## src/rtl/frame_pkg.sv

```systemverilog
package frame_pkg;
   typedef enum logic [1:0] {
      ST_IDLE = 2'd0,
      ST_XFER = 2'd1,
      ST_FIN  = 2'd2
   } frame_state_t;

   typedef enum logic {
      OP_PUSH = 1'b0,
      OP_POP  = 1'b1
   } frame_op_t;
endpackage

```

## src/rtl/frame_pick.sv

```systemverilog
module frame_pick #(
   parameter int N          = 12,
   parameter int IW         = 4,
   parameter bit HIGH_FIRST = 1'b0
) (
   input  logic          clk,
   input  logic          rst_n,
   input  logic [N-1:0]  mask,
   output logic          found,
   output logic [IW-1:0] idx
);
   generate
      if (N < 1 || (1 << IW) < N) begin : g_bad
         $error("frame_pick: index width too small for N");
      end
   endgenerate

   assign found = |mask;

   generate
      if (HIGH_FIRST) begin : g_high
         // last set bit seen wins, scanning upward, so the highest is chosen
         always_comb begin
            idx = '0;
            for (int i = 0; i < N; i++)
               if (mask[i]) idx = IW'(i);
         end
      end else begin : g_low
         always_comb begin
            idx = '0;
            for (int i = N - 1; i >= 0; i--)
               if (mask[i]) idx = IW'(i);
         end
      end
   endgenerate

   p_pick_hits_r5: assert property (@(posedge clk) disable iff (!rst_n)
      found |-> mask[idx]);
endmodule

```

## src/rtl/frame_ctrl.sv

```systemverilog
module frame_ctrl
   import frame_pkg::*;
#(
   parameter int NREGS  = 12,
   parameter int IMM_W  = 5,
   parameter int RIDX_W = 5
) (
   input  logic                     clk,
   input  logic                     rst_n,
   input  logic                     cmd_valid,
   input  logic                     cmd_op,
   input  logic [NREGS-1:0]         cmd_list,
   input  logic [IMM_W-1:0]         cmd_imm,
   input  logic [RIDX_W-1:0]        cmd_jreg,
   input  logic                     xfer_ack,
   output logic                     busy,
   output logic                     accept,
   output logic                     xfer_req,
   output logic [$clog2(NREGS)-1:0] cur_idx,
   output logic                     op_pop,
   output logic [IMM_W-1:0]         imm_q,
   output logic [RIDX_W-1:0]        jreg_q,
   output logic                     fin,
   output logic                     fin_enter
);
   localparam int LIW = $clog2(NREGS);

   frame_state_t     state_q, state_d;
   logic [NREGS-1:0] mask_q;
   logic             lo_found, hi_found;
   logic [LIW-1:0]   lo_idx, hi_idx;

   frame_pick #(.N(NREGS), .IW(LIW), .HIGH_FIRST(1'b0)) i_pick_lo (
      .clk(clk), .rst_n(rst_n), .mask(mask_q), .found(lo_found), .idx(lo_idx));
   frame_pick #(.N(NREGS), .IW(LIW), .HIGH_FIRST(1'b1)) i_pick_hi (
      .clk(clk), .rst_n(rst_n), .mask(mask_q), .found(hi_found), .idx(hi_idx));

   assign accept    = (state_q == ST_IDLE) && cmd_valid;
   assign busy      = (state_q != ST_IDLE);
   assign cur_idx   = op_pop ? hi_idx : lo_idx;
   assign xfer_req  = (state_q == ST_XFER) && (op_pop ? hi_found : lo_found);
   assign fin_enter = (state_q == ST_XFER) && !(op_pop ? hi_found : lo_found);
   assign fin       = (state_q == ST_FIN);

   always_comb begin
      state_d = state_q;
      unique case (state_q)
         ST_IDLE: if (accept)    state_d = ST_XFER;
         ST_XFER: if (fin_enter) state_d = ST_FIN;
         ST_FIN:                 state_d = ST_IDLE;
         default:                state_d = ST_IDLE;
      endcase
   end

   always_ff @(posedge clk or negedge rst_n) begin
      if (!rst_n) begin
         state_q <= ST_IDLE;
         mask_q  <= '0;
         op_pop  <= 1'b0;
         imm_q   <= '0;
         jreg_q  <= '0;
      end else begin
         state_q <= state_d;
         if (accept) begin
            mask_q <= cmd_list;
            op_pop <= (frame_op_t'(cmd_op) == OP_POP);
            imm_q  <= cmd_imm;
            jreg_q <= cmd_jreg;
         end else if (xfer_req && xfer_ack) begin
            mask_q <= mask_q & ~(NREGS'(1) << cur_idx);
         end
      end
   end

   p_done_pulse_r7: assert property (@(posedge clk) disable iff (!rst_n)
      fin |=> !fin);
   p_mask_shrinks_r5: assert property (@(posedge clk) disable iff (!rst_n)
      (xfer_req && xfer_ack) |=> ($countones(mask_q) == $countones($past(mask_q)) - 1));
   p_busy_frozen_r7: assert property (@(posedge clk) disable iff (!rst_n)
      (busy && !fin_enter && !(xfer_req && xfer_ack)) |=> $stable(mask_q) && $stable(imm_q));
endmodule

```

## src/rtl/frame_sp.sv

```systemverilog
module frame_sp #(
   parameter int          XLEN     = 32,
   parameter int          IMM_W    = 5,
   parameter logic [31:0] SP_RESET = 32'h0000_0200
) (
   input  logic             clk,
   input  logic             rst_n,
   input  logic             pre_add,
   input  logic             post_sub,
   input  logic             step_up,
   input  logic             step_dn,
   input  logic [IMM_W-1:0] imm,
   output logic [XLEN-1:0]  sp
);
   localparam int            WBYTES = XLEN / 8;
   localparam logic [XLEN-1:0] WSTEP = XLEN'(WBYTES);

   logic [XLEN-1:0] frame_bytes;
   assign frame_bytes = XLEN'(imm) * WSTEP;

   always_ff @(posedge clk or negedge rst_n) begin
      if (!rst_n)        sp <= XLEN'(SP_RESET);
      else if (pre_add)  sp <= sp + frame_bytes;
      else if (post_sub) sp <= sp - frame_bytes;
      else if (step_up)  sp <= sp + WSTEP;
      else if (step_dn)  sp <= sp - WSTEP;
   end

   p_one_update_r4: assert property (@(posedge clk) disable iff (!rst_n)
      $onehot0({pre_add, post_sub, step_up, step_dn}));
   p_step_up_r4: assert property (@(posedge clk) disable iff (!rst_n)
      step_up |=> (sp == $past(sp) + WSTEP));
   p_step_dn_r2: assert property (@(posedge clk) disable iff (!rst_n)
      step_dn |=> (sp == $past(sp) - WSTEP));
endmodule

```

## src/rtl/frame_seq.sv

```systemverilog
module frame_seq #(
   parameter int          XLEN     = 32,
   parameter int          NREGS    = 12,
   parameter int          IMM_W    = 5,
   parameter int          RIDX_W   = 5,
   parameter int          REG_BASE = 20,
   parameter logic [31:0] SP_RESET = 32'h0000_0200
) (
   input  logic              clk,
   input  logic              rst_n,
   input  logic              cmd_valid,
   input  logic              cmd_op,
   input  logic [NREGS-1:0]  cmd_list,
   input  logic [IMM_W-1:0]  cmd_imm,
   input  logic [RIDX_W-1:0] cmd_jreg,
   output logic              busy,
   output logic              mem_req,
   output logic              mem_we,
   output logic [XLEN-1:0]   mem_addr,
   output logic [XLEN-1:0]   mem_wdata,
   input  logic              mem_ack,
   input  logic [XLEN-1:0]   mem_rdata,
   output logic [RIDX_W-1:0] rf_rd_idx,
   input  logic [XLEN-1:0]   rf_rd_data,
   output logic              rf_we,
   output logic [RIDX_W-1:0] rf_wr_idx,
   output logic [XLEN-1:0]   rf_wr_data,
   output logic [XLEN-1:0]   sp_out,
   output logic              done,
   output logic              jump_valid,
   output logic [XLEN-1:0]   jump_addr
);
   localparam int            LIW   = $clog2(NREGS);
   localparam logic [XLEN-1:0] WSTEP = XLEN'(XLEN / 8);

   generate
      if (XLEN % 8 != 0 || XLEN < 16) begin : g_bad_xlen
         $error("frame_seq: XLEN must be a byte multiple of at least 16");
      end
      if (REG_BASE + NREGS > (1 << RIDX_W)) begin : g_bad_regs
         $error("frame_seq: register window exceeds register index range");
      end
   endgenerate

   logic             accept, xfer_req, op_pop, fin, fin_enter;
   logic [LIW-1:0]   cur_idx;
   logic [IMM_W-1:0] imm_q;
   logic [RIDX_W-1:0] jreg_q;
   logic [XLEN-1:0]  sp;
   logic [RIDX_W-1:0] cur_reg;
   logic             hit;

   frame_ctrl #(.NREGS(NREGS), .IMM_W(IMM_W), .RIDX_W(RIDX_W)) i_ctrl (
      .clk(clk), .rst_n(rst_n),
      .cmd_valid(cmd_valid), .cmd_op(cmd_op), .cmd_list(cmd_list),
      .cmd_imm(cmd_imm), .cmd_jreg(cmd_jreg), .xfer_ack(mem_ack),
      .busy(busy), .accept(accept), .xfer_req(xfer_req), .cur_idx(cur_idx),
      .op_pop(op_pop), .imm_q(imm_q), .jreg_q(jreg_q),
      .fin(fin), .fin_enter(fin_enter));

   assign hit = xfer_req && mem_ack;

   frame_sp #(.XLEN(XLEN), .IMM_W(IMM_W), .SP_RESET(SP_RESET)) i_sp (
      .clk(clk), .rst_n(rst_n),
      .pre_add(accept && (cmd_op == 1'b1)),
      .post_sub(fin_enter && !op_pop),
      .step_up(hit && op_pop),
      .step_dn(hit && !op_pop),
      .imm(accept ? cmd_imm : imm_q),
      .sp(sp));

   assign cur_reg   = RIDX_W'(REG_BASE) + RIDX_W'(cur_idx);
   assign sp_out    = sp;
   assign mem_req   = xfer_req;
   assign mem_we    = !op_pop;
   assign mem_addr  = op_pop ? sp : sp - WSTEP;
   assign mem_wdata = rf_rd_data;
   assign rf_rd_idx = fin ? jreg_q : cur_reg;

   assign done       = fin;
   assign jump_valid = fin && op_pop && (jreg_q != '0);
   assign jump_addr  = jump_valid ? rf_rd_data : '0;

   always_ff @(posedge clk or negedge rst_n) begin
      if (!rst_n) begin
         rf_we      <= 1'b0;
         rf_wr_idx  <= '0;
         rf_wr_data <= '0;
      end else begin
         rf_we <= hit && op_pop;
         if (hit && op_pop) begin
            rf_wr_idx  <= cur_reg;
            rf_wr_data <= mem_rdata;
         end
      end
   end

   p_req_hold_r6: assert property (@(posedge clk) disable iff (!rst_n)
      (mem_req && !mem_ack) |=> mem_req && $stable(mem_addr) && $stable(mem_we));
   p_idle_quiet_r7: assert property (@(posedge clk) disable iff (!rst_n)
      !busy |-> !mem_req);
   p_load_writes_r9: assert property (@(posedge clk) disable iff (!rst_n)
      (mem_req && mem_ack && !mem_we) |=> rf_we && (rf_wr_data == $past(mem_rdata)));
   p_jump_pop_only_r8: assert property (@(posedge clk) disable iff (!rst_n)
      (jump_valid |-> done) and (!op_pop |-> !jump_valid));
endmodule

```

## config.mk

```make
export PLATFORM = sky130hd
export DESIGN_NAME = frame_seq
export DESIGN_NICKNAME = d
export VERILOG_FILES = /design/src/rtl/frame_pkg.sv /design/src/rtl/frame_pick.sv /design/src/rtl/frame_ctrl.sv /design/src/rtl/frame_sp.sv /design/src/rtl/frame_seq.sv
export SDC_FILE = /design/constraint.sdc
export NUM_CORES = 1
export LEC_CHECK = 0
export BUFFER_PORTS_ARGS = -buffer_cell sky130_fd_sc_hd__buf_2
export CORE_ASPECT_RATIO = 0.6
export CORE_MARGIN = 2
export CORE_UTILIZATION = 55
export CTS_CLUSTER_DIAMETER = 30
export CTS_CLUSTER_SIZE = 25
export DETAILED_ROUTE_END_ITERATION = 12
export HOLD_SLACK_MARGIN = 0.12
export PLACE_DENSITY = 0.87
export SYNTH_ARGS = -nofsm -noshare
export SYNTH_HDL_FRONTEND = slang
export SYNTH_SLANG_ARGS = --single-unit
```

## constraint.sdc

```tcl
create_clock -name clk -period 6.46 [get_ports clk]
set_input_delay 0.969 -clock clk [delete_from_list [all_inputs] [get_ports clk]]
set_output_delay 0.969 -clock clk [all_outputs]
set_load 0.01 [all_outputs]
```

# After elaboration in Yosys (flattened, before gate mapping)
# Index checks and enable logic that the tools add are counted.
classes:
  n_addsub: 5
  bitwise_logic: 2
  n_eq_ne: 4
  n_reduce_logical: 19
  mux: 37
  n_shift: 1
ops:
  columns: ["operator", "n"]
  rows:
  - ["32-bit two-way mux", 6]
  - ["4-bit two-way mux", 23]
  - ["32-bit by 3-bit adder with 32-bit output, second input constant", 1]
  - ["32-bit by 7-bit adder with 32-bit output", 1]
  - ["32-bit by 3-bit subtractor with 32-bit output, second input constant", 1]
  - ["32-bit by 7-bit subtractor with 32-bit output", 1]
  - ["12-bit two-way mux", 2]
  - ["12-bit bitwise AND", 1]
  - ["12-bit NOT", 1]
  - ["12-bit OR reduction", 1]
  - ["1-bit by 4-bit << shifter with 12-bit output, first input constant", 1]
  - ["1-bit logical AND", 10]
  - ["5-bit two-way mux", 2]
  - ["5-bit by 4-bit adder with 5-bit output, first input constant", 1]
  - ["5-bit nonzero test", 1]
  - ["2-bit two-way mux", 2]
  - ["2-bit != test, second input constant", 2]
  - ["2-bit case mux with 2 select lines", 1]
  - ["2-bit nonzero test", 2]
  - ["4-bit nonzero test", 1]
  - ["2-bit by 1-bit == test with 1-bit output, second input constant", 1]
  - ["2-bit == test, second input constant", 1]
  - ["1-bit zero test", 2]
  - ["2-bit zero test", 1]
  - ["2 further kinds", 2]
word_totals:
  in_bits: 91
  output_inout_bits: 176
  reg_bits: 95

# Depth between registers and ports, before layout
# Gate-level depths: netlist of the first run.
logic_depth:
  depth_word: 18
  ltp_mapped: 14
  mapped_depth_nobuf: 11

# Hierarchy
# From an unflattened synthesis of the first run, not the netlist that was laid out.
unflattened:
  cells_unflattened: 772
  hier_area_um2: 7198.2
by_module_without_submodules:
  columns: ["mod", "n_inst", "area_each_um2", "cells_per_inst"]
  rows:
  - ["frame_sp", 1, 3016.6, 371]
  - ["frame_seq", 1, 2707.6, 264]
  - ["frame_ctrl", 1, 1238.7, 95]
  - ["frame_pick at i_ctrl.i_pick_lo", 1, 128.9, 22]
  - ["frame_pick at i_ctrl.i_pick_hi", 1, 106.4, 20]

# Least setup slack after synthesis of the first run
# Ideal clock, no wire load.
synth_path:
  kind: "input port to flip-flop"
  start: "input cmd_valid"
  end: "register i_sp.sp[20]"
  required_ps: 6325
  path_buffers: 3
  stages: 13
  arrival_ps: 4176
  path_slack_ps: 2149
  path_cell_list: "nor3b_1 > clkbuf_1 > buf_1 > mux2_2 > ha_1 > fa_1 > a211oi_1 > o21ba_2 > clkbuf_1 > nor3_1 > a211oi_1 > o21a_1 > o22ai_1"
synth_between:
  elab_chain_cells: 5
  elab_cells_between_ends: 8
synth_rtl:
  columns: ["item", "line", "text"]
  rows:
  - ["start: declaration", "frame_seq.sv:11", "input logic cmd_valid,"]
  - ["1-bit logical AND *", "frame_ctrl.sv:38", "assign accept = (state_q == ST_IDLE) && cmd_valid;"]
  - ["5-bit two-way mux *", null, null]
  - ["via i_sp.frame_bytes[2]", "frame_sp.sv:18", "logic [XLEN-1:0] frame_bytes;"]
  - ["32-bit by 7-bit subtractor with 32-bit output", "frame_sp.sv:24", "else if (post_sub) sp <= sp - frame_bytes;"]
  - ["32-bit two-way mux", "frame_sp.sv:24", null]
  - ["32-bit two-way mux *", "frame_sp.sv:23", "else if (pre_add) sp <= sp + frame_bytes;"]
  - ["end signal: assignment", "frame_sp.sv:23", null]
  - ["end signal: assignment", "frame_sp.sv:24", null]
  - ["end signal: assignment", "frame_sp.sv:25", "else if (step_up) sp <= sp + WSTEP;"]
  - ["end: declaration", "frame_sp.sv:13", "output logic [XLEN-1:0] sp"]
# Mark *: on every way through the listed nets, which the timed path passes. The rest lies on a longest branch.
# A chain may end at the register's enable or synchronous reset.

# Worst setup path in the final report of the first run
layout_path:
  start: "register i_sp.sp[3]"
  end: "output mem_addr[30]"
layout_between:
  elab_chain_cells: 2
layout_rtl:
  columns: ["item", "line", "text"]
  rows:
  - ["start signal: assignment", "frame_sp.sv:22", "if (!rst_n) sp <= XLEN'(SP_RESET);"]
  - ["start signal: assignment", "frame_sp.sv:23", null]
  - ["start signal: assignment", "frame_sp.sv:24", null]
  - ["32-bit by 3-bit subtractor with 32-bit output", "frame_seq.sv:76", "assign mem_addr = op_pop ? sp : sp - WSTEP;"]
  - ["32-bit two-way mux", "frame_seq.sv:76", null]
  - ["end: declaration", "frame_seq.sv:19", "output logic [XLEN-1:0] mem_addr,"]
# Every way passes these cells.

==> flow_summary.ini, run 1 <==
[power]
power_density_nw_per_um2 = 464
vdd.ir_drop.worst_uv = 257
leakage_nw = 4.26

[floorplan]
coreArea_um2 = 13100
dieArea_um2 = 14500
die_y_um = 94.2
die_w_um = 154
rows = 32
io_pins = 267
initial_core_util = 0.572

[setup_path]
worstRegToRegCells = 10
worst_path_max_delay_cell = nor3b_1
crit_end = mem_addr[30]
path_cells = inv_1, ha_1, nor3b_1, nand4_1, nand2b_1, nor3_1, xnor2_1, buf_2
cp-start-kind = flop
end_kind = output port
critPathKind = flop to output port
r2r_start = i_ctrl.state_q[1]
worstPathRequired_ns = 5.49
worstPathMaxFanout = 16
rrSetupSlack_ns = 2.42
crit_buf_inv = 2
critical-path-top-delay-family = simple AND/OR/NAND/NOR gates
critical_path.startpoint = i_sp.sp[3]
critPathArrivalTime_ns = 3.45
slowest_delay_ns = 0.66
r2r-end = i_sp.sp[19]
cp.depth = 8

[worst_hold_path]
hp-start = rf_wr_data[28]
min-delay-path-class = flop to flop

[timing]
setup_viol = 0
fin_crit_ns = 4.42
fin_crit_sh = 0.685
hold_viol = 0
setup_tns_ns = 0
rsz0062_at_grt = false
finalMaxSlewViolations = 0
finClkSkew_ns = 0.00798
maxSlewHeadroom = 0.343
fmax_ghz = 0.226
tightestPinTransition_ns = 0.977

[place]
port_buffers = 262
place_congestion = 1.08
dp_hpwl_um = 19500
placed_cells = 1300
dpl-instance-area_um2 = 8560

[clock_network]
clk_path_buf_depth = 2
postCtsSetupBuffers = 0
hold_buffers = 0
ctsRootBufferMaster = clkbuf_16
htree_num_levels = 3
clock_latency_ns = 0.35
clk_pin_slew_ns = 0.07
cts_resized = 0
clock_sinks = 93
numCtsBuffers = 9
cts_tree = built

[cells_and_area]
diodes = 0
finalNonFillerCells = 1316
area_growth_pct = 18.9
final_util = 0.680
final_area_um2 = 8870
drive_gt1_frac = 0.285
nNetsFinal = 1248
mostFrequentLayoutCells = buf_2 (261), nand2_1 (157), dfrtp_1 (92)
layout_commonest_cell = buf_2

[synth]
synth-seq-cells = 93
ys_seq_area_frac = 0.312
syn_area_um2 = 7460
postSynth.asyncResetShare = 1.00
yosys.cell_types.count = 76
syn-instance-count = 959
synth_ff_type = dfrtp_1
avgSynthCellArea_um2 = 7.78
synth_edf_count = 0
ys_warn_count = 0

[global_routing]
grt_pass1_wl_um = 40000
grt_usage = 0.353
grt_pass1_vias = 7153
antenna_found_initial = 0
grt-ovfl-total = 0
grt_start_max_net_pins = 55

[routing]
wirelength_um = 26700
first_iter_violations = 1008
vias = 8214
drt.antenna.violating_nets = 0
wl_per_cell_um = 20.3
drt-pass1-iter-count = 6
drc_errors = 0
via_per_inst = 6.24

[run_status]
outcome = completed

[flow_run]
drv_cap = 0
## synthesized netlist by cell type (all sizes together), types with 15 or more instances
library cell | number | area (um2)
a21oi | 48 | 244
buf | 46 | 323
mux2i | 15 | 150
nand4 | 22 | 138
xor2 | 24 | 210
a211oi | 15 | 113
o21ai | 43 | 215
clkbuf | 61 | 229
inv | 20 | 75.1
nor4 | 23 | 150
nor3 | 38 | 190
nor2 | 66 | 250
or4 | 16 | 124
nand2 | 157 | 589
xnor2 | 25 | 219
nand3 | 26 | 130
dfrtp | 92 | 2300
and2 | 41 | 257
## per-layer routing
metal | vias up | global-route usage | wire [um]
li1 | 3730 | - | -
met1 | 3847 | 0.534 | 11600
met2 | 578 | 0.478 | 10800
met3 | 59 | 0.124 | 3840
met4 | 0 | 0.0679 | 487
met5 | - | 0.0110 | 0
## worst register-to-register path, cell delays in order, from the launching register on
cell and delay (ns):
dfrtp_1 0.47, nor3b_2 0.21, buf_4 0.38, mux2_2 0.43
ha_1 0.47, nor3b_1 0.09, nor3_1 0.66, nand3_1 0.40
or4_1 0.51, xor2_1 0.16, o211ai_1 0.17
## metrics by stage
step / total power [mW] / setup slack, ns / hold slack [ns]
after detailed placement: 3.46 / 1.97 / 0.458
after global routing: 4.36 / 1.91 / 0.494
after CTS: 4.04 / 2.15 / 0.476
after global placement: 3.41 / 2.04 / 0.454
final: 4.12 / 2.04 / 0.469
after floorplan: 2.64 / 2.15 / 0.487
## registers in the layout, summed over array words and instances, names as in the netlist
name / count
i_ctrl.imm_q: 5
rf_wr_data: 32
i_ctrl.op_pop: 1
i_ctrl.jreg_q: 5
i_ctrl.mask_q: 12
rf_wr_idx: 5
i_sp.sp: 30
rf_we: 1
i_ctrl.state_q: 2
## layout make-up
| cell class | count | area (um2) |
|---|---|---|
| inverters | 20 | 75.1 |
| fillers | 1129 | 4180 |
| flip-flops and latches | 93 | 2330 |
| clock inverters | 7 | 90.1 |
| repair buffers | 275 | 1410 |
| well taps | 170 | 213 |
| multi-input cells | 742 | 4530 |
| clock buffers | 9 | 225 |
## logic make-up after synthesis
| family | count (synthesis) | synth area share |
|---|---|---|
| AOI/OAI and AO/OA | 189 | 0.168 |
| xor gates and xnor gates | 49 | 0.0575 |
| adders and majority gates | 16 | 0.0288 |
| buffers and inverters | 127 | 0.0840 |
| DFF | 93 | 0.312 |
| muxes | 29 | 0.0412 |
| other | 1 | 0.000503 |
| and+or+nand+nor | 455 | 0.308 |
## worst min-delay path by stage
stage	slack, ns	cells after the start	end
detailed placement	0.46	2	rf_wr_data[28]
finish	0.47	2	rf_wr_data[28]
CTS	0.48	2	rf_wr_data[28]
global placement	0.45	2	rf_wr_data[28]
global route	0.49	2	rf_wr_data[5]
floorplan	0.49	1	i_ctrl.imm_q[2]
## where the power goes
part / internal [mW] / total (mW) / switching [mW]
Sequential: 0.833 / 1.24 / 0.403
Clock: 0.309 / 0.572 / 0.262
Combinational: 0.869 / 2.31 / 1.44
Note: power is estimated with default switching activity, not from simulation.
==> inputs of run 2 (changes only) <==
Settings changed: CORE_UTILIZATION 55 to 46, PLACE_DENSITY 0.87 to 0.78.
Clock period 6.46 ns to 3.84 ns, I/O delays scaled along.
==> flow_summary.ini, run 2 (same netlist as run 1, synthesis figures left out) <==
[timing]
finalMaxSlewViolations = 0
fin_crit_ns = 3.65
rsz0062_at_grt = false
maxSlewHeadroom = 0.377
setup_tns_ns = 0
finClkSkew_ns = 0.00944
worst_slack_ns = 0.194
setup_viol = 0
tightestPinTransition_ns = 0.926
hold_viol = 0
fin_crit_sh = 0.950
fmax_ghz = 0.274

[routing]
drt-pass1-iter-count = 8
wl_per_cell_um = 19.8
via_per_inst = 6.00
drt.antenna.violating_nets = 0
vias = 8256
first_iter_violations = 905
wirelength_um = 27200
drc_errors = 0

[power]
p_sw_frac = 0.502
vdd.ir_drop.worst_uv = 407
clkPwrFrac = 0.142
p_switching_mw = 3.58
leakage_nw = 4.38
intPower_mw = 3.56
p_seq_frac = 0.278
power.share.combinational = 0.580
power_density_nw_per_um2 = 785

[cells_and_area]
nNetsFinal = 1271
area_growth_pct = 21.9
diodes = 0
fillerInstances = 1532
mostFrequentLayoutCells = buf_2 (261), nand2_1 (157), dfrtp_1 (92)
drive_gt1_frac = 0.299
final_area_um2 = 9100
reg_top3 = rf_wr_data: 32 flops, i_sp.sp: 30 flops, i_ctrl.mask_q: 12 flops
regMostFlops = rf_wr_data
layout_commonest_cell = buf_2
largest_reg_flops = 32
finalNonFillerCells = 1377

[setup_path]
cp-start-kind = flop
end_kind = flop
critPathKind = flop to flop
crit_buf_inv = 1
slowest_delay_ns = 0.63
worst_path_max_delay_cell = o21ai_1
critPathArrivalTime_ns = 3.92
worstPathRequired_ns = 4.11
path_cells = nor3b_2, buf_4, mux2_2, ha_1, a21oi_1, nand2_1, o21ai_1, o21ai_0, a221oi_1, o41ai_1
worstPathMaxFanout = 8
critical-path-top-delay-family = compound AO/OA/AOI/OAI gates

[clock_network]
clk_pin_slew_ns = 0.08
numCtsBuffers = 9
ctsRootBufferMaster = clkbuf_16
clock_latency_ns = 0.35
cts_resized = 0
htree_num_levels = 3
clock_sinks = 93
hold_buffers = 0
clk_path_buf_depth = 2
cts_tree = built
postCtsSetupBuffers = 0

[place]
dpl-instance-area_um2 = 8780
place_congestion = 0.990
placed_cells = 1362
place_ws_ns = 0.196
dp_hpwl_um = 20300
port_buffers = 262

[global_routing]
antenna_found_initial = 0
grt_pass1_wl_um = 41200
grt_pass1_vias = 7247
grt_usage = 0.307
grt-ovfl-total = 0
grt_start_max_net_pins = 54

[floorplan]
die_w_um = 168
die_y_um = 103
dieArea_um2 = 17300
coreArea_um2 = 16000
initial_core_util = 0.465
io_pins = 267
rows = 36

[worst_hold_path]
min-delay-path-class = input port to asynchronous set/reset pin

[flow_run]
drv_cap = 0

[run_status]
outcome = completed
run 2: power by group through the flow:
| stage | Sequential [mW] | Clock, mW | Combinational (mW) |
|---|---|---|---|
| floorplan | 1.87 | 0 | 2.57 |
| global placement | 1.95 | 0 | 3.97 |
| detailed placement | 1.97 | 0 | 4.02 |
| CTS | 1.96 | 1.02 | 4.05 |
| global route | 2.05 | 1.06 | 4.51 |
| finish | 1.98 | 1.02 | 4.14 |
run 2: layout make-up:
cell class,instances,area (um2),share of cell area
well taps,209,262,0.0287
clock buffers,9,225,0.0248
repair buffers,298,1580,0.174
multi-input cells,742,4530,0.498
flip-flops and latches,93,2330,0.256
inverters,20,75.1,0.00825
clock inverters,6,96.3,0.0106
run 2: per-stage QoR:
stage                     power, mW   util  hold slack, ns
after floorplan                4.44      -           0.280
after global placement         5.92  0.547           0.452
after detailed placement       5.99  0.547           0.456
after CTS                      7.03  0.567           0.245
after global routing           7.61  0.567           0.269
final                          7.14  0.567           0.230
run 2: final timing paths:
path	from	to	depth (start not counted)	slack (ns)
worst max-delay path	i_ctrl.state_q[1]	i_sp.sp[9]	10	0.19
worst min-delay path	rst_n	i_ctrl.imm_q[2]	1	0.23
worst max register to register	i_ctrl.state_q[1]	i_sp.sp[9]	10	0.19
worst min register to register	rf_wr_idx[3]	rf_wr_idx[3]	2	0.47
max in group asynchronous	rst_n	rf_wr_data[15]	2	2.80
min in group clk	mem_rdata[16]	rf_wr_data[16]	3	0.42
run 2: layer usage:
layer | vias to the layer above | routed length [um] | track usage | share of wire
met2 | 585 | 10800 | 0.425 | 0.40
met1 | 3842 | 12300 | 0.463 | 0.45
li1 | 3770 | - | - | -
met4 | 0 | 371 | 0.0557 | 0.014
met5 | - | 0 | 0 | 0
met3 | 59 | 3770 | 0.102 | 0.14
run 2: worst reg2reg max path, delay by kind of cell (launching register included):
family          cells  cell delay, ns
compound gates      5            1.40
fa+ha+maj           1            0.36
buf+inv             1            0.29
flops               1            0.47
mux                 1            0.40
simple gates        2            0.65
